## src/rtl/ddv_pkg.sv

```systemverilog
package ddv_pkg;

    typedef enum logic [1:0] {
        VERD_OK       = 2'd0,
        VERD_PREAMBLE = 2'd1,
        VERD_SUM      = 2'd2,
        VERD_DONE     = 2'd3
    } verdict_e;

    typedef struct packed {
        logic irq_en;
        logic wb_en;
        logic ign_done;
        logic frag_mode;
        logic last_desc;
        logic last_frame;
    } ctl_flags_t;

    // control-word bit positions decoded by the neighbouring fetch engine
    localparam int unsigned PRE_LSB      = 0;
    localparam int unsigned PRE_W        = 8;
    localparam int unsigned BIT_IRQ      = 8;
    localparam int unsigned BIT_WB       = 9;
    localparam int unsigned BIT_IGN      = 10;
    localparam int unsigned BIT_FRAG     = 18;
    localparam int unsigned BIT_LAST     = 19;
    localparam int unsigned BIT_SUM_EN   = 20;
    localparam int unsigned BIT_LASTFRM  = 21;
    localparam int unsigned BIT_DONE     = 31;

endpackage

```

## src/rtl/ddv_beat_counter.sv

```systemverilog
module ddv_beat_counter #(
    parameter int unsigned NUM_WORDS = 16,
    localparam int unsigned IDX_W    = $clog2(NUM_WORDS)
) (
    input  logic             clk,
    input  logic             rst_n,
    input  logic             beat_valid,
    output logic [IDX_W-1:0] idx,
    output logic             at_last
);
    localparam logic [IDX_W-1:0] LAST_IDX = IDX_W'(NUM_WORDS - 1);

    typedef struct packed {
        logic [IDX_W-1:0] idx;
    } cnt_t;

    cnt_t cnt_d, cnt_q;

    always_comb begin
        cnt_d = cnt_q;
        if (beat_valid) begin
            if (cnt_q.idx == LAST_IDX) begin
                cnt_d.idx = '0;
            end else begin
                cnt_d.idx = cnt_q.idx + 1'b1;
            end
        end
    end

    always_ff @(posedge clk) begin
        if (!rst_n) begin
            cnt_q <= '0;
        end else begin
            cnt_q <= cnt_d;
        end
    end

    assign idx     = cnt_q.idx;
    assign at_last = (cnt_q.idx == LAST_IDX);

endmodule

```

## src/rtl/ddv_field_capture.sv

```systemverilog
module ddv_field_capture
    import ddv_pkg::*;
#(
    parameter int unsigned WORD_W    = 32,
    parameter int unsigned NUM_WORDS = 16,
    parameter int unsigned EXT_W     = 16,
    parameter int unsigned CTRL_IDX  = 0,
    parameter int unsigned TSHI_IDX  = 5,
    parameter int unsigned EXT_IDX   = 6,
    parameter int unsigned NEXT_IDX  = 7,
    localparam int unsigned IDX_W    = $clog2(NUM_WORDS)
) (
    input  logic              clk,
    input  logic              rst_n,
    input  logic              beat_valid,
    input  logic [WORD_W-1:0] beat_data,
    input  logic [IDX_W-1:0]  idx,
    output logic [PRE_W-1:0]  pre,
    output logic              sum_en,
    output logic              done_flag,
    output ctl_flags_t        flags,
    output logic [EXT_W-1:0]  ext,
    output logic [WORD_W-1:0] nxt,
    output logic [WORD_W-1:0] sum
);
    localparam logic [IDX_W-1:0] I_CTRL = IDX_W'(CTRL_IDX);
    localparam logic [IDX_W-1:0] I_TSHI = IDX_W'(TSHI_IDX);
    localparam logic [IDX_W-1:0] I_EXT  = IDX_W'(EXT_IDX);
    localparam logic [IDX_W-1:0] I_NEXT = IDX_W'(NEXT_IDX);
    localparam logic [IDX_W-1:0] I_SUM  = IDX_W'(NUM_WORDS - 1);

    typedef struct packed {
        logic [PRE_W-1:0]  pre;
        logic              sum_en;
        logic              done;
        ctl_flags_t        fl;
        logic [EXT_W-1:0]  ext;
        logic [WORD_W-1:0] nxt;
        logic [WORD_W-1:0] sum;
    } cap_t;

    cap_t cap_d, cap_q;

    always_comb begin
        cap_d = cap_q;
        if (beat_valid) begin
            // running sum covers every word ahead of the checksum word
            if (idx == I_CTRL) begin
                cap_d.sum = beat_data;
            end else if (idx != I_SUM) begin
                cap_d.sum = cap_q.sum + beat_data;
            end
            if (idx == I_CTRL) begin
                cap_d.pre           = beat_data[PRE_LSB +: PRE_W];
                cap_d.sum_en        = beat_data[BIT_SUM_EN];
                cap_d.fl.irq_en     = beat_data[BIT_IRQ];
                cap_d.fl.wb_en      = beat_data[BIT_WB];
                cap_d.fl.ign_done   = beat_data[BIT_IGN];
                cap_d.fl.frag_mode  = beat_data[BIT_FRAG];
                cap_d.fl.last_desc  = beat_data[BIT_LAST];
                cap_d.fl.last_frame = beat_data[BIT_LASTFRM];
            end
            if (idx == I_TSHI) begin
                cap_d.done = beat_data[BIT_DONE];
            end
            if (idx == I_EXT) begin
                cap_d.ext = beat_data[EXT_W-1:0];
            end
            if (idx == I_NEXT) begin
                cap_d.nxt = beat_data;
            end
        end
    end

    always_ff @(posedge clk) begin
        if (!rst_n) begin
            cap_q <= '0;
        end else begin
            cap_q <= cap_d;
        end
    end

    assign pre       = cap_q.pre;
    assign sum_en    = cap_q.sum_en;
    assign done_flag = cap_q.done;
    assign flags     = cap_q.fl;
    assign ext       = cap_q.ext;
    assign nxt       = cap_q.nxt;
    assign sum       = cap_q.sum;

endmodule

```

## src/rtl/ddv_verdict.sv

```systemverilog
module ddv_verdict
    import ddv_pkg::*;
#(
    parameter int unsigned WORD_W       = 32,
    parameter int unsigned EXT_W        = 16,
    parameter logic [7:0]  PREAMBLE_VAL = 8'hA5,
    localparam int unsigned ADDR_W      = WORD_W + EXT_W
) (
    input  logic              clk,
    input  logic              rst_n,
    input  logic              fire,
    input  logic [WORD_W-1:0] chk_word,
    input  logic [PRE_W-1:0]  pre,
    input  logic              sum_en,
    input  logic              done_flag,
    input  ctl_flags_t        flags_in,
    input  logic [EXT_W-1:0]  ext,
    input  logic [WORD_W-1:0] nxt,
    input  logic [WORD_W-1:0] sum,
    output logic              res_valid,
    output logic [1:0]        res_code,
    output ctl_flags_t        flags_out,
    output logic              chain_end,
    output logic [ADDR_W-1:0] next_addr
);
    typedef struct packed {
        logic              vld;
        verdict_e          code;
        ctl_flags_t        fl;
        logic              chain;
        logic [ADDR_W-1:0] addr;
    } res_t;

    res_t res_d, res_q;
    logic pre_bad, sum_bad, done_bad;

    always_comb begin
        pre_bad  = (pre != PREAMBLE_VAL);
        sum_bad  = sum_en && (sum != chk_word);
        done_bad = done_flag && !flags_in.ign_done;

        res_d      = res_q;
        res_d.vld  = 1'b0;
        res_d.code = VERD_OK;
        if (fire) begin
            res_d.vld = 1'b1;
            if (pre_bad) begin
                res_d.code = VERD_PREAMBLE;
            end else if (sum_bad) begin
                res_d.code = VERD_SUM;
            end else if (done_bad) begin
                res_d.code = VERD_DONE;
            end else begin
                res_d.code = VERD_OK;
            end
            res_d.fl    = flags_in;
            res_d.chain = flags_in.last_desc | flags_in.last_frame;
            res_d.addr  = {nxt, ext};
        end
    end

    always_ff @(posedge clk) begin
        if (!rst_n) begin
            res_q <= '0;
        end else begin
            res_q <= res_d;
        end
    end

    assign res_valid = res_q.vld;
    assign res_code  = res_q.code;
    assign flags_out = res_q.fl;
    assign chain_end = res_q.chain;
    assign next_addr = res_q.addr;

endmodule

```

## src/rtl/dma_desc_validator.sv

```systemverilog
module dma_desc_validator
    import ddv_pkg::*;
#(
    parameter int unsigned WORD_W       = 32,
    parameter int unsigned NUM_WORDS    = 16,
    parameter int unsigned EXT_W        = 16,
    parameter logic [7:0]  PREAMBLE_VAL = 8'hA5,
    localparam int unsigned ADDR_W      = WORD_W + EXT_W,
    localparam int unsigned IDX_W       = $clog2(NUM_WORDS)
) (
    input  logic              clk,
    input  logic              rst_n,
    input  logic              beat_valid,
    input  logic [WORD_W-1:0] beat_data,
    output logic              res_valid,
    output logic [1:0]        res_code,
    output logic              irq_en,
    output logic              wb_en,
    output logic              ign_done,
    output logic              frag_mode,
    output logic              last_desc,
    output logic              last_frame,
    output logic              chain_end,
    output logic [ADDR_W-1:0] next_addr
);
    logic [IDX_W-1:0]  beat_idx;
    logic              beat_last;
    logic [PRE_W-1:0]  c_pre;
    logic              c_sum_en;
    logic              c_done;
    ctl_flags_t        c_flags;
    ctl_flags_t        o_flags;
    logic [EXT_W-1:0]  c_ext;
    logic [WORD_W-1:0] c_nxt;
    logic [WORD_W-1:0] c_sum;

    ddv_beat_counter #(.NUM_WORDS(NUM_WORDS)) u_cnt (
        .clk        (clk),
        .rst_n      (rst_n),
        .beat_valid (beat_valid),
        .idx        (beat_idx),
        .at_last    (beat_last)
    );

    ddv_field_capture #(
        .WORD_W    (WORD_W),
        .NUM_WORDS (NUM_WORDS),
        .EXT_W     (EXT_W)
    ) u_cap (
        .clk        (clk),
        .rst_n      (rst_n),
        .beat_valid (beat_valid),
        .beat_data  (beat_data),
        .idx        (beat_idx),
        .pre        (c_pre),
        .sum_en     (c_sum_en),
        .done_flag  (c_done),
        .flags      (c_flags),
        .ext        (c_ext),
        .nxt        (c_nxt),
        .sum        (c_sum)
    );

    ddv_verdict #(
        .WORD_W       (WORD_W),
        .EXT_W        (EXT_W),
        .PREAMBLE_VAL (PREAMBLE_VAL)
    ) u_ver (
        .clk       (clk),
        .rst_n     (rst_n),
        .fire      (beat_valid && beat_last),
        .chk_word  (beat_data),
        .pre       (c_pre),
        .sum_en    (c_sum_en),
        .done_flag (c_done),
        .flags_in  (c_flags),
        .ext       (c_ext),
        .nxt       (c_nxt),
        .sum       (c_sum),
        .res_valid (res_valid),
        .res_code  (res_code),
        .flags_out (o_flags),
        .chain_end (chain_end),
        .next_addr (next_addr)
    );

    assign irq_en     = o_flags.irq_en;
    assign wb_en      = o_flags.wb_en;
    assign ign_done   = o_flags.ign_done;
    assign frag_mode  = o_flags.frag_mode;
    assign last_desc  = o_flags.last_desc;
    assign last_frame = o_flags.last_frame;

endmodule

```

## config.mk

```make
export PLATFORM = sky130hd
export DESIGN_NAME = dma_desc_validator
export DESIGN_NICKNAME = d
export VERILOG_FILES = /design/src/rtl/ddv_pkg.sv /design/src/rtl/ddv_beat_counter.sv /design/src/rtl/ddv_field_capture.sv /design/src/rtl/ddv_verdict.sv /design/src/rtl/dma_desc_validator.sv
export SDC_FILE = /design/constraint.sdc
export NUM_CORES = 1
export LEC_CHECK = 0
export BUFFER_PORTS_ARGS = -buffer_cell sky130_fd_sc_hd__buf_2
export CORE_ASPECT_RATIO = 0.6
export CORE_MARGIN = 4
export CORE_UTILIZATION = 53
export DETAILED_ROUTE_END_ITERATION = 10
export PLACE_DENSITY = 0.77
export SLEW_MARGIN = 5
export SYNTH_ARGS = -nofsm -noshare
export SYNTH_HDL_FRONTEND = slang
export SYNTH_SLANG_ARGS = --single-unit
```

## constraint.sdc

```tcl
create_clock -name clk -period 2.7 [get_ports clk]
set_input_delay 0.27 -clock clk [delete_from_list [all_inputs] [get_ports clk]]
set_output_delay 0.27 -clock clk [all_outputs]
set_load 0.01 [all_outputs]
```

Word level (Yosys, flattened, before mapping)
Cells that the tools add are included.
{ "op_classes": {"eq_ne": 7, "n_mux": 7, "bitwise": 3, "n_reduce_logical": 13, "add_sub_neg": 2} }
{ "op_table": {"columns": ["operator", "n"], "rows": [
  ["2-to-1 mux 32 bit", 2],
  ["2-to-1 mux 58 bit", 1],
  ["adder 32 bit", 1],
  ["inequality test 32 bit", 1],
  ["equality test 4 x 3 -> 1 bit (second input constant)", 3],
  ["AND reduction 2 bit", 6],
  ["inequality test 8 bit (second input constant)", 1],
  ["2-to-1 mux 2 bit", 3],
  ["adder 4 x 1 -> 4 bit (second input constant)", 1],
  ["equality test 4 bit (second input constant)", 1],
  ["logical NOT 4 bit", 1],
  ["2-to-1 mux 4 bit", 1],
  ["inequality test 4 bit (second input constant)", 1],
  ["logical AND 1 bit", 3],
  ["OR reduction 3 bit", 1],
  ["NOT 1 bit", 2],
  ["nonzero test 2 bit", 1],
  ["logical NOT 1 bit", 1],
  ["OR 1 bit", 1]
]} }
{ "word_totals": {"in_bits": 35, "elab_cells": 56, "regBits": 158} }

Longest topological paths before layout
Gate-level depths: netlist of run 1.
{ "depth": {"word_depth": 6, "mapped_depth": 10} }

Hierarchy
From an unflattened synthesis of run 1, not the netlist that was laid out.
{ "unflattened": {"hier_cells": 911, "hier_area_um2": 8194.1} }
{ "by_module_without_submodules": {"columns": ["mod", "seq_area_each_um2", "cells_per_inst", "area_each_um2", "n_inst"], "rows": [
  ["ddv_field_capture", 1921.8, 654, 5462.7, 1],
  ["ddv_verdict", 1161.1, 235, 2536.2, 1],
  ["ddv_beat_counter", 80.1, 21, 188.9, 1],
  ["dma_desc_validator", 0.0, 1, 6.3, 1]
]} }

Worst setup path before layout of run 1
OpenSTA, ideal clock, no wires.
{ "synth_path": {"path_type": "reg-to-reg", "startpoint": "reg u_cap.cap_q, in the netlist u_cap.sum[0]", "endpoint": "reg u_cap.cap_q, in the netlist u_cap.sum[26]", "path_slack_ps": 7, "stages_incl_launch_ff": 11, "setup_time_ps": 103, "n_path_buf": 0, "period_less_slack_ps": 2693, "arrival_time_ps": 2590, "cell_sequence": "dfxtp_1 > ha_1 > fa_1 > a21oi_2 > o21ai_2 > a2111oi_4 > o31ai_4 > a31oi_2 > o21ai_2 > xnor2_1 > a2111oi_2"} }
{ "synth_via": {"elab_chain_len": 3} }
{ "synth_lines": {"columns": ["item", "line_no", "source"], "rows": [
  ["from (decl)", "ddv_field_capture.sv:42", "cap_t cap_d, cap_q;"],
  ["from (signal assigned)", "ddv_field_capture.sv:79", "cap_q <= cap_d;"],
  ["adder 32 bit", "ddv_field_capture.sv:51", "cap_d.sum = cap_q.sum + beat_data;"],
  ["2-to-1 mux 32 bit", "ddv_field_capture.sv:50", "end else if (idx != I_SUM) begin"],
  ["2-to-1 mux 32 bit", "ddv_field_capture.sv:48", "if (idx == I_CTRL) begin"]
]} }
No other way between the ends. The select of a mux whose other input is x is not followed.
A chain may end at the register's enable or synchronous reset.

Worst setup path after layout of run 1
Ends and elaborated chain as after synthesis.

==> impl_summary.md, run 1 <==
Floorplan
The total core area is 13,800 µm². The effective utilization at floorplan is 54.9%. The floorplan has 33 rows. The number of I/O pins is 93. The horizontal die dimension is 163 µm.

The die covers 16,400 µm². The die is 101 µm tall.

Critical path
Across all register-to-register paths, the minimum setup slack is 0.009 ns. Measured in cells, the most critical reg-to-reg path has a length of 10. The maximum net fanout on the critical path is 3. STA classifies the critical path startpoint as a flip-flop. The critical path goes through ha_4 > fa_2 > a21oi_4 > o21ai_4 > a2111oi_4 > o31ai_4 > a31oi_4 > o21ai_2 > xnor2_1 > a2111oi_2. Broken down by cell family, the worst path's largest delay share belongs to compound AO/OA/AOI/OAI gates. The endpoint kind of the worst setup timing path is a flip-flop. The largest single stage delay on the critical path is 0.42 ns.

The endpoint of the worst register-to-register path is u_cap.sum[26]. Together, buffers and inverters on the worst path number 0. STA puts the critical path data arrival time at 3.01 ns. The required time of the critical path is 3.01 ns. In this run the critical register-to-register path is launched from u_cap.sum[0]. The critical path is of the reg -> reg type. The slowest stage of the critical path belongs to the cell fa_2.

Drt
In this run the remaining antenna-violating nets after routing total 0. The via count of the routed design is about 7,700. The post-detailed-routing wire length is around 23,000 µm. The first routing iteration left 909 violations.

The post-detailed-route via-to-cell ratio is 5.78. The count of unresolved DRC violations after routing is 0. Dividing the detail-routed wire length by the instance count gives roughly 18 µm. The total iterations of the first detailed-routing run is 6.

CTS
The number of sinks driven by the clock tree is 158. The clock reaches the later pin of the worst-skew pair after 0.42 ns. The buffer depth of the longest clock path is 2. The clock transition at the register clock pins on the worst setup and hold paths after CTS is 0.07 ns. TritonCTS built the clock tree. CTS placed an instance of clkbuf_16 at the clock tree root. The clock tree synthesis step divided the H-tree into 4 levels. The clock buffer count from CTS is 17.

GRT
The initial antenna violation count was 0. The routing usage on met1 is 44.2%. The via count of the first global-routing pass was 6,847. Global routing used 28.3% of the available tracks across all layers.

Entering global routing, the biggest net connects 75 pins. The layer flagged by global routing as most heavily used is met1. The met2 track demand over resource is about 39%.

After global routing the overflow that remains totals 0. The wire length of the first global-routing pass is about 37,000 µm. The met3 routing resource usage after global routing is 7.15%.

STA
Setup repair after global routing could not meet its margin everywhere. The measured slew at the worst slew-check pin is about 0.83 ns. For the final database, setup skew stands at 0.0136 ns. The final critical path takes up 99.7% of the cycle. The final number of max-transition violations is 0.

The clock period minus worst slack is 2.69 ns. For this run, the top clock speed supported by timing is 0.372 GHz. Setup violations remaining at the end of the flow were counted as 0. The max-slew headroom at the worst pin is between 40 and 50%. The final number of hold-violating endpoints is 0. The setup slack of the critical path after layout is approximately 0.0085 ns.

Logic synthesis
The share of synthesized area in the top cell type comes to 41.7%. The synthesized design contains 0 enable-type register cells. Counting flops with an async set or reset pin after synthesis yields a share of 0%. In this run, synthesis produced a sequential element count of 158.

The gate count of the mapped netlist is between 900 and 1,000. The sequential area share after synthesis is 41.7%. For this run, the leading register cell type out of synthesis is dfxtp_1. Summed over all instances, the cell type with the most area after synthesis is dfxtp_1.

In the post-synthesis netlist, the biggest area contributors are dfxtp_1 42%, nand2_1 15%, a21oi_1 11%. Counting every net in the synthesized netlist gives 1,070. The mean post-synth cell area is 7.60 µm². The synthesized netlist contains 61 unique library cells. Yosys printed 0 warnings. In this run the cell area of the synthesized design comes to 7590 µm².

Cells and area
The sequential cell area in the final layout is 3170 µm². The area growth from synthesis to layout is 23.3%. After the last flow step, the layout net total stands at 1,198.

Summing all multi-input logic gate instances after layout gives roughly 4200 µm². The antenna diode count is 0. The ratio of cells with drive above 1 in the final layout is 19.9%.

The final cell area excluding filler cells is 9360 µm². The most frequent standard cell in the layout excluding fill and tap cells is nand2_1. In the layout the commonest cells are 312 x nand2_1, 167 x a21oi_1, 156 x dfxtp_1, 92 x buf_2, 78 x buf_4.

After filler insertion, the fill cell instance count of the layout stands at 1,137.

Hold path
The worst hold path was traced through 3 stages. The min-delay analysis places its worst path in the category in -> reg. The startpoint identified for the worst hold timing path is beat_data[27]. For hold timing, the worst endpoint is u_cap.nxt[27].

Flow run
The tool flagged a number of max-cap violations equal to 0.

Placement
The placer's final routability congestion estimate is 0.987. In this run the cell area measured after placement is 8670 µm². Input and output buffers added on the ports amount to a little over 90. Timing analysis after detailed placement gives a worst setup slack of -0.248 ns. Summed over all nets, the half-perimeter wirelength after detailed placement is 16,700 µm.

Power and ir drop
The static leakage is ~3.8 nW. Summing internal, switching and leakage power gives approximately 0.0060 W. The largest voltage drop on the vdd net is ~0.00040 V. The total power divided by cell area is roughly 640 nW/µm².

Status
The flow ran to the end, and the final reports show no timing, DRC or antenna violations.
[timing repair]
item / CTS / global route
endpoints found under the setup margin: 3 / 14
buffers inserted: 0 / 5
hold buffers: 0 / 0
pin swaps: 3 / 14
resized for setup: 1 / 12
[cell type report]
type                       instances  share of cell area [%]
multi-input combinational        762                    44.9
sequential                       158                    33.8
timing repair buffer             173                    11.8
clock buffer                      17                    4.54
tap                              192                    2.57
clock inverter                    15                    1.74
inverter                          15                   0.628
[worst max-delay path by stage]
stage | startpoint | cells past startpoint | to
2_1_floorplan | u_cap.sum[0] | 10 | u_cap.sum[26]
5_1_grt | u_cap.sum[4] | 10 | u_cap.sum[26]
3_5_place_dp | beat_data[0] | 11 | u_cap.sum[26]
6_report | u_cap.sum[0] | 10 | u_cap.sum[26]
3_3_place_gp | beat_data[0] | 11 | u_cap.sum[26]
4_1_cts | u_cap.sum[0] | 10 | u_cap.sum[26]
[routing by layer]
metal | share of wire (%) | routed length (µm)
met5 | 0 | 0
met4 | 1.6 | 382
met3 | 12 | 2770
met2 | 40 | 9320
met1 | 47 | 11000
[power breakdown]
group / total, W / internal, W / switching (W) / leakage, nW
Combinational: 0.00115 / 0.000473 / 0.000674 / 2.27
Clock: 0.00240 / 0.00125 / 0.00115 / 0.291
Sequential: 0.00244 / 0.00239 / 0.0000450 / 1.28
Total: 0.00599 / 0.00411 / 0.00187 / 3.85
[synthesized netlist by cell type, types with 4 or more instances]
library cell	instances
nand2_1	312
a21oi_1	167
dfxtp_1	158
clkbuf_1	53
nor2_1	44
ha_1	35
o21ai_0	31
xnor2_1	19
a311oi_1	15
inv_1	14
nand3_1	14
a21o_1	12
xor2_1	9
nor3_1	8
nor4_1	8
buf_1	7
a211oi_1	6
a31oi_1	6
nand4_1	6
and2_1	5
buf_2	4
o21bai_1	4
[sequential cells by signal (all words and copies together), names as in the netlist]
signal,flops
u_ver.chain_end,1
u_cap.done_flag,1
u_ver.res_code,2
u_cap.ext,16
u_cap.pre,8
u_cap.sum,32
u_cnt.idx,4
u_ver.flags_out,6
u_cap.flags,6
u_cap.nxt,32
u_ver.next_addr,48
u_cap.sum_en,1
u_ver.res_valid,1
[metrics by stage]
step / TNS [ns] / instances / hold slack, ns / util, %
after detailed placement: -0.829 / 1295 / 0.443 / 62.7
after CTS: 0 / 1327 / 0.108 / 67.0
after global placement: -0.321 / 1295 / 0.439 / 62.7
after floorplan: 0 / 999 / 0.406 / -
after global routing: -0.119 / 1332 / 0.109 / 67.7
final: 0 / 1332 / 0.118 / 67.7
[kinds of logic (layout without fill, tap and decap cells)]
group                    count (synthesis)  in the layout  share of synthesized area, %
flip-flops                             158            158                          41.7
XOR/XNOR                                28             28                          3.23
AND/OR/NAND/NOR                        415            415                          22.3
multiplexers                             3              3                         0.396
AO/OA/AOI/OAI                          280            280                          22.4
adder cells (fa/ha/maj)                 36             36                          6.03
buffers and inverters                   79            220                          3.97
[worst min-delay path, delay by kind of cell]
kind | cells | cell delay, ns
AO/OA/AOI/OAI | 1 | 0.05
buffers and inverters | 1 | 0.12
AND/OR/NAND/NOR | 1 | 0.05
No activity file was read; power rests on OpenSTA's default activity.
==> run 2: changes to the inputs <==
Settings changed: CAP_MARGIN set to 20, CORE_UTILIZATION 53 to 63, PLACE_DENSITY 0.77 to 0.85, SYNTH_HIERARCHICAL set to 1.
Clock period 2.7 ns to 3.1 ns, I/O delays scaled along.
==> run 2 against run 1 <==
  * Global-route usage grew 1.6 points
  * Area after synthesis grew 7.9%
  * Via count shrank 7.0%
  * Largest cell class unchanged
  * Register-to-register slack gained 0.13 ns
  * Critical endpoint is now u_cap/sum[24]
  * Die area shrank 8.6%
  * Sequential share of layout area shrank 0.21 points
  * Final cell count shrank 13%
  * Combinational power shrank 24%
  * Critical path depth grew 1
==> impl_summary.md, run 2 <==
Status
The run finished with clean final reports.

Cells and area
The total number of nets in the final design is 1,054 (-12%). Leaving out fill and tap cells, the most frequent cells in the layout are 158 x dfxtp_1, 146 x nand2_1, 91 x buf_2, 76 x nor2b_1, 73 x mux2i_1. The antenna diode count came to 0 (unchanged).

From synthesis to final layout, the design area changed by 14.9%. The ratio of cells with drive above 1 in the final layout is 16.9% (-3.0 points). The number of flip-flops in the largest register is 48 (unchanged). The most frequent standard cell in the layout excluding fill and tap cells is dfxtp_1.

STA
The max-slew headroom at the worst pin is 46.5% (+2.0 points). The measured slew at the worst slew-check pin is 0.803 ns (-0.0300 ns). The peak clock frequency supported by timing came to 0.338 GHz (-9.0%). The clock period minus worst slack is 2.96 ns (+0.265 ns). The share of the clock period used by the worst path was 95.4% (-4.3 points). The sum of negative setup slack was 0 ns (unchanged). The final worst clock skew came to 0.0104 ns (-0.00321 ns). The final setup violation count was 0 (unchanged). The final number of hold-violating endpoints is 0 (unchanged).

Setup repair after global routing left no endpoint under its margin. The final number of max-transition violations is 0 (unchanged).

Critical path
The worst endpoint data arrival time was 3.24 ns (+0.23 ns). The maximum net fanout on the critical path is 4 (+1). The endpoint kind of the worst setup timing path is a flip-flop. The most used cell along the critical path is a21oi_1. Traced cell by cell, the critical path runs through ha_1 > fa_1 > a21oi_1 > o21ai_0 > a21bo_2 > a21o_1 > a31o_2 > a311oi_4 > o21ai_1 > xnor2_1 > a21oi_1. The register-to-register path setup slack is 0.14 ns (+0.13 ns).

Among all stages on the critical path, the largest delay is contributed by fa_1. The worst setup path is launched from a flip-flop. The delay of the slowest critical-path stage is 0.41 ns (about the same). The number of cells traversed by the worst register-to-register path was 11 (+1). The type of the worst setup path is reg -> reg. The required time of the critical path is 3.38 ns (+0.37 ns).

GRT
The total congestion overflow is 0 (unchanged). The via count of the first global-routing pass came to 6,457 (-5.7%). The initial antenna violation count was 1 (+1). The wire length of the first global-routing pass is 35,200 µm (-4.0%). The pin count of the biggest net entering global routing came to 82 (+9.3%). The combined global-route utilization of all metal layers is 29.9% (+1.6 points).

Logic synthesis
The area share of the leading cell type in the synthesized netlist came to 38.6% (-3.1 points). The post-synthesis register bit count came to 158 (unchanged). The sequential area share after synthesis is 38.6% (-3.1 points). In the synthesized netlist the dominant register cell turns out to be dfxtp_1. The commonest cells after synthesis are 158 x dfxtp_1, 146 x nand2_1, 76 x nor2b_1. The proportion of register bits with asynchronous set or reset after synthesis is 0% (unchanged).

The post-synthesis cell type count is 71 (+16%). The number of enable flip-flop cells after synthesis is 0 (unchanged). The cell type contributing the most total cell area after synthesis is dfxtp_1.

In the post-synthesis netlist, the cell with the most instances is dfxtp_1. The synthesized netlist net count was 979 (-8.5%). Sorting the synthesized cells by area gives the leading types as dfxtp_1 39%, mux2i_1 8.9%, nand2_1 6.7%. The mean post-synth cell area came to 8.99 µm² (+18%). The gate count of the mapped netlist was 911 (-8.8%). The post-synthesis instance area is 8190 µm² (+7.9%). The count of synthesis-stage warnings from yosys is 6 (+6).

Drt
The post-detailed-route via-to-cell ratio is 6.15 (+6.4%). The detailed router's first-iteration violation count is 747 (-18%). The post-detailed-routing wire length is 22,400 µm (-4.5%). The total iterations of the first detailed-routing run came to 8 (+2).

The count of unresolved DRC violations after routing is 0 (unchanged). The average wire length per cell after detail routing was 19.2 µm (+9.3%). The final antenna-violating net count came to 0 (unchanged). The via count of the routed design is 7,154 (-7.0%).

CTS
The number of sinks driven by the clock tree was 158 (unchanged). The clock transition at the register clock pins on the worst setup and hold paths after CTS is 0.07 ns (about the same). The clock buffer count from CTS is 17 (unchanged). The buffer depth of the longest clock path was 2 (unchanged). The root buffer cell is clkbuf_16.

The total number of H-tree levels is 4 (unchanged). The clock latency reported for the late side of the worst-skew pair is 0.43 ns (about the same). The total of hold buffers inserted after clock tree synthesis came to 0 (unchanged). The clock tree from TritonCTS is built. The count of buffers added by post-CTS timing repair for setup is 0 (unchanged). The number of cells upsized or downsized after cts is 0 (-1).

Floorplan
The count of standard-cell rows is 31 (-6.1%). The effective utilization at floorplan is 66.2% (+11 points). The number of I/O pins came to 93 (unchanged). The floorplan die area is 15,000 µm² (-8.6%).

The total core area is 12,400 µm² (-11%). The horizontal die dimension is 155 µm (-4.5%). The overall die height is 96.3 µm (-4.3%).

Power and ir drop
The static leakage was 3.72 nW (-3.3%). The total power divided by cell area is 551 nW/µm² (-14%). The total power after layout is 0.00518 W (-13%). The largest voltage drop on the vdd net is 0.000404 V (+1.4%).

Placement
The HPWL reported at the end of detailed placement is 15,200 µm (-8.9%). The count of buffers from port buffering is 92 (unchanged). The placer's final routability congestion estimate is 1.01 (+2.6%).

Flow run
The max-cap violation count came to 0 (unchanged).

Hold path
The count of cells along the worst hold path was 3 (unchanged). The tightest min-delay check is of the in -> reg type.
## run 2: cells by family after synthesis
logic type,share of synthesized area (%)
xor+xnor,6.20
buf+inv,3.07
compound gates,18.2
flops,38.6
mux,8.92
fa+ha+maj,5.13
simple gates,19.9
## run 2: critical path: cells and delay by family, from the launching register on
family                     cells  cell delay [ns]
AOI/OAI and AO/OA              8             1.72
xor gates and xnor gates       1             0.14
adders and majority gates      2             0.62
DFF                            1             0.34
## run 2: final timing paths
path                   end     startpoint
max          u_cap/sum[24]   u_cap/sum[0]
min          u_cap/nxt[30]  beat_data[30]
max reg2reg  u_cap/sum[24]   u_cap/sum[0]
min reg2reg  u_cap/nxt[10]  u_cap/nxt[10]
## run 2: area by class of cell
type	count	area [µm²]
Multi-Input combinational cell	693	4800
Sequential cell	158	3160
Fill cell	847	2960
Timing Repair Buffer	109	603
Clock buffer	17	425
Tap cell	165	206
Clock inverter	15	193
Inverter	7	26.3
## run 2: report_power, final
group          switching, W  total, W  internal, W
registers         0.0000603   0.00215      0.00208
logic              0.000526  0.000879     0.000354
clock network      0.000993   0.00216      0.00117
## run 2: layer usage
layer  vias up  part of all wire [%]  global-route usage, %
met5         -                 0.058                      0
met4         2                   1.6                   8.23
met3        35                    11                   7.77
met2       374                    42                   44.9
met1      3385                    45                   42.6
li1       3358                     -                      -
## run 2: through the flow
stage	util, %	setup slack [ns]	std cells	instance area (µm²)	hold slack, ns
after floorplan	-	0.473	911	8190	0.432
after global placement	71.1	0.142	1132	8790	0.449
after detailed placement	71.1	0.0969	1132	8790	0.459
after CTS	76.1	0.217	1164	9410	0.163
after global routing	76.1	0.0178	1164	9410	0.186
final	76.1	0.143	1164	9410	0.174
==> run 3: changes to the inputs <==
Settings changed: CORE_UTILIZATION 63 to 65, CTS_BUF_LIST set to sky130_fd_sc_hd__clkbuf_8, PLACE_DENSITY 0.85 to 0.87.
==> run 3 against run 2 <==
  * Via count decreased by 1.9%
  * Register-to-register slack improved by 0.06 ns
  * Hold slack got worse by 0.019 ns
  * Highest routed layer is now met4
  * Power decreased by 7.7%
  * Final cell count decreased by 0.34%
  * Core utilization decreased by 0.11 points
  * Setup slack improved by 0.063 ns
  * Wire length decreased by 3.2%
  * Clock power decreased by 18%
  * Largest power group is now sequential cells
  * Global-route usage decreased by 0.30 points
  * First-iteration DRC count increased by 11%
  * Critical path type unchanged
  * Critical endpoint unchanged
==> impl_summary.md, run 3 (same netlist as run 2, synthesis figures left out) <==
Status
The flow ran to the end, and the final reports show no timing, DRC or antenna violations.

STA
The final worst clock skew is 0.0143 ns (+0.00395 ns). The final number of max-transition violations was 0 (unchanged). Setup repair after global routing left no endpoint under its margin. The peak clock frequency supported by timing is 0.346 GHz (+2.2%). The final setup violation count came to 0 (unchanged). The final-layout worst hold slack was 0.155 ns (-0.0194 ns). The clock period minus worst slack is 2.89 ns (-0.0625 ns). The max-slew headroom at the worst pin is 29.6% (-17 points). The final number of hold-violating endpoints is 0 (unchanged). The share of the clock period used by the worst path is 93.4% (-2.0 points). The sum of negative setup slack is 0 ns (unchanged). The measured slew at the worst slew-check pin is 1.06 ns (+0.254 ns).

Floorplan
The effective utilization at floorplan is 67.3% (+1.1 points). The horizontal die dimension is 153 µm (-1.5%). The floorplan die area was 14,500 µm² (-2.9%). The number of I/O pins is 93 (unchanged). The total core area was 12,200 µm² (-1.6%). The count of standard-cell rows is 31 (unchanged). The overall die height is 95.0 µm (-1.4%).

GRT
The combined global-route utilization of all metal layers came to 29.6% (-0.30 points). The total congestion overflow came to 0 (unchanged). The via count of the first global-routing pass is 6,489 (+0.50%).

The wire length of the first global-routing pass is 34,100 µm (-3.0%). The initial antenna violation count is 0 (-1). The pin count of the biggest net entering global routing is 84 (+2.4%).

CTS
The cell sitting at the root of the clock tree is a clkbuf_8. The clock latency reported for the late side of the worst-skew pair is 0.46 ns (+0.03 ns). The total of hold buffers inserted after clock tree synthesis is 0 (unchanged). The total number of H-tree levels is 4 (unchanged).

The buffer depth of the longest clock path is 2 (unchanged). The clock buffer count from CTS came to 17 (unchanged). The number of sinks driven by the clock tree is 158 (unchanged). The clock transition at the register clock pins on the worst setup and hold paths after CTS is 0.10 ns (+0.03 ns). The count of buffers added by post-CTS timing repair for setup came to 0 (unchanged). TritonCTS built the clock tree. The number of cells upsized or downsized after cts was 0 (unchanged).

Cells and area
In the layout the commonest cells are 158 x dfxtp_1, 146 x nand2_1, 91 x buf_2, 76 x nor2b_1, 73 x mux2i_1. The antenna diode count is 0 (unchanged). The non-filler instance count after layout is 1,160 (-0.34%). The total number of nets in the final design is 1,050 (-0.38%). The most frequent standard cell in the layout excluding fill and tap cells is dfxtp_1. The synthesis-to-layout area growth is 12.9%. The final cell area excluding filler cells is 9250 µm² (-1.7%). The number of flip-flops in the largest register is 48 (unchanged). The ratio of cells with drive above 1 in the final layout is 16.6% (-0.33 points).

Critical path
The type of the worst setup path is reg -> reg. The maximum net fanout on the critical path is 4 (unchanged). The cell that appears most often on the critical path is a21oi_1. Walking the worst path, the cells encountered are ha_1 > fa_1 > a21oi_1 > o21ai_0 > a21bo_2 > a21o_1 > a31o_2 > a311oi_4 > o21ai_1 > xnor2_1 > a21oi_1.

The critical path buffer and inverter count came to 0 (unchanged). The delay of the slowest critical-path stage was 0.41 ns (about the same). The worst setup path is captured at a flip-flop. The slowest stage of the critical path is the fa_1 cell. In this design, the largest share of critical-path delay is due to compound AO/OA/AOI/OAI gates. STA classifies the critical path startpoint as a flip-flop. The required time of the critical path is 3.42 ns (+0.04 ns). The worst endpoint data arrival time is 3.21 ns (-0.03 ns).

Drt
The post-detailed-routing wire length came to 21,700 µm (-3.2%). The final antenna-violating net count was 0 (unchanged). The via count of the routed design is 7,021 (-1.9%).

The total iterations of the first detailed-routing run is 6 (-2). The count of unresolved DRC violations after routing is 0 (unchanged). The average wire length per cell after detail routing is 18.7 µm (-2.9%). The detailed router's first-iteration violation count is 831 (+11%).

The post-detailed-route via-to-cell ratio is 6.05 (-1.5%).

Placement
The placer's final routability congestion estimate is 0.972 (-4.0%). The number of placed cells counting well taps is 1,128 (-0.35%). The instance area after placement is 8790 µm² (about the same).

The HPWL reported at the end of detailed placement was 14,900 µm (-2.2%). The count of buffers from port buffering is 92 (unchanged).

Power and ir drop
The static leakage is 3.64 nW (-2.2%). The total power after layout is 0.00479 W (-7.7%). The total power divided by cell area is 517 nW/µm² (-6.1%).

The largest voltage drop on the vdd net came to 0.000291 V (-28%).

Hold path
The type of the most critical hold path is in -> reg.

Flow run
The max-cap violation count is 0 (unchanged).
run 3: cell count changes in the layout (fill, tap and decap cells not counted), moves of 3 or more:
cell,delta
clkinv_8,-4
buf_4,-6
bufinv_16,+3
clkinv_4,-3
clkbuf_16,-17
clkbuf_8,+19
run 3: per-layer routing:
metal | vias to the layer above | track usage [%] | wire (µm)
li1 | 3337 | - | -
met1 | 3311 | 43.0 | 10200
met2 | 337 | 43.2 | 8980
met3 | 36 | 6.18 | 2050
met4 | 0 | 11.3 | 453
met5 | - | 0 | 0
run 3: final cells by class:
| cell class | count | area (µm²) |
|---|---|---|
| multi-input combinational | 693 | 4800 |
| sequential | 158 | 3160 |
| fill | 839 | 2930 |
| timing repair buffer | 105 | 598 |
| clock buffer | 19 | 262 |
| tap | 165 | 206 |
| clock inverter | 13 | 200 |
| inverter | 7 | 26.3 |
run 3: stage by stage:
| stage | util [%] | worst slack, ns |
|---|---|---|
| final | 76.0 | 0.206 |
| after global routing | 76.0 | 0.0265 |
| after CTS | 76.0 | 0.212 |
| after detailed placement | 72.2 | 0.0837 |
| after global placement | 72.2 | 0.173 |
| after floorplan | - | 0.473 |
run 3: worst paths after layout:
path | end | slack, ns | start | cells past startpoint
min | u_cap/nxt[29] | 0.15 | beat_data[29] | 3
max | u_cap/sum[24] | 0.21 | u_cap/sum[0] | 11
min reg2reg | u_cap/nxt[14] | 0.47 | u_cap/nxt[14] | 2
max reg2reg | u_cap/sum[24] | 0.21 | u_cap/sum[0] | 11
run 3: tightest hold or removal path: cells and delay by family:
family,cells,cell delay [ns]
buf+inv,1,0.13
compound gates,1,0.07
simple gates,1,0.05
run 3: power breakdown:
| part | internal, W | leakage (nW) | switching [W] |
|---|---|---|---|
| clock | 0.000943 | 0.229 | 0.000826 |
| sequential | 0.00208 | 1.28 | 0.0000586 |
| combinational | 0.000352 | 2.13 | 0.000521 |
| total | 0.00338 | 3.64 | 0.00141 |
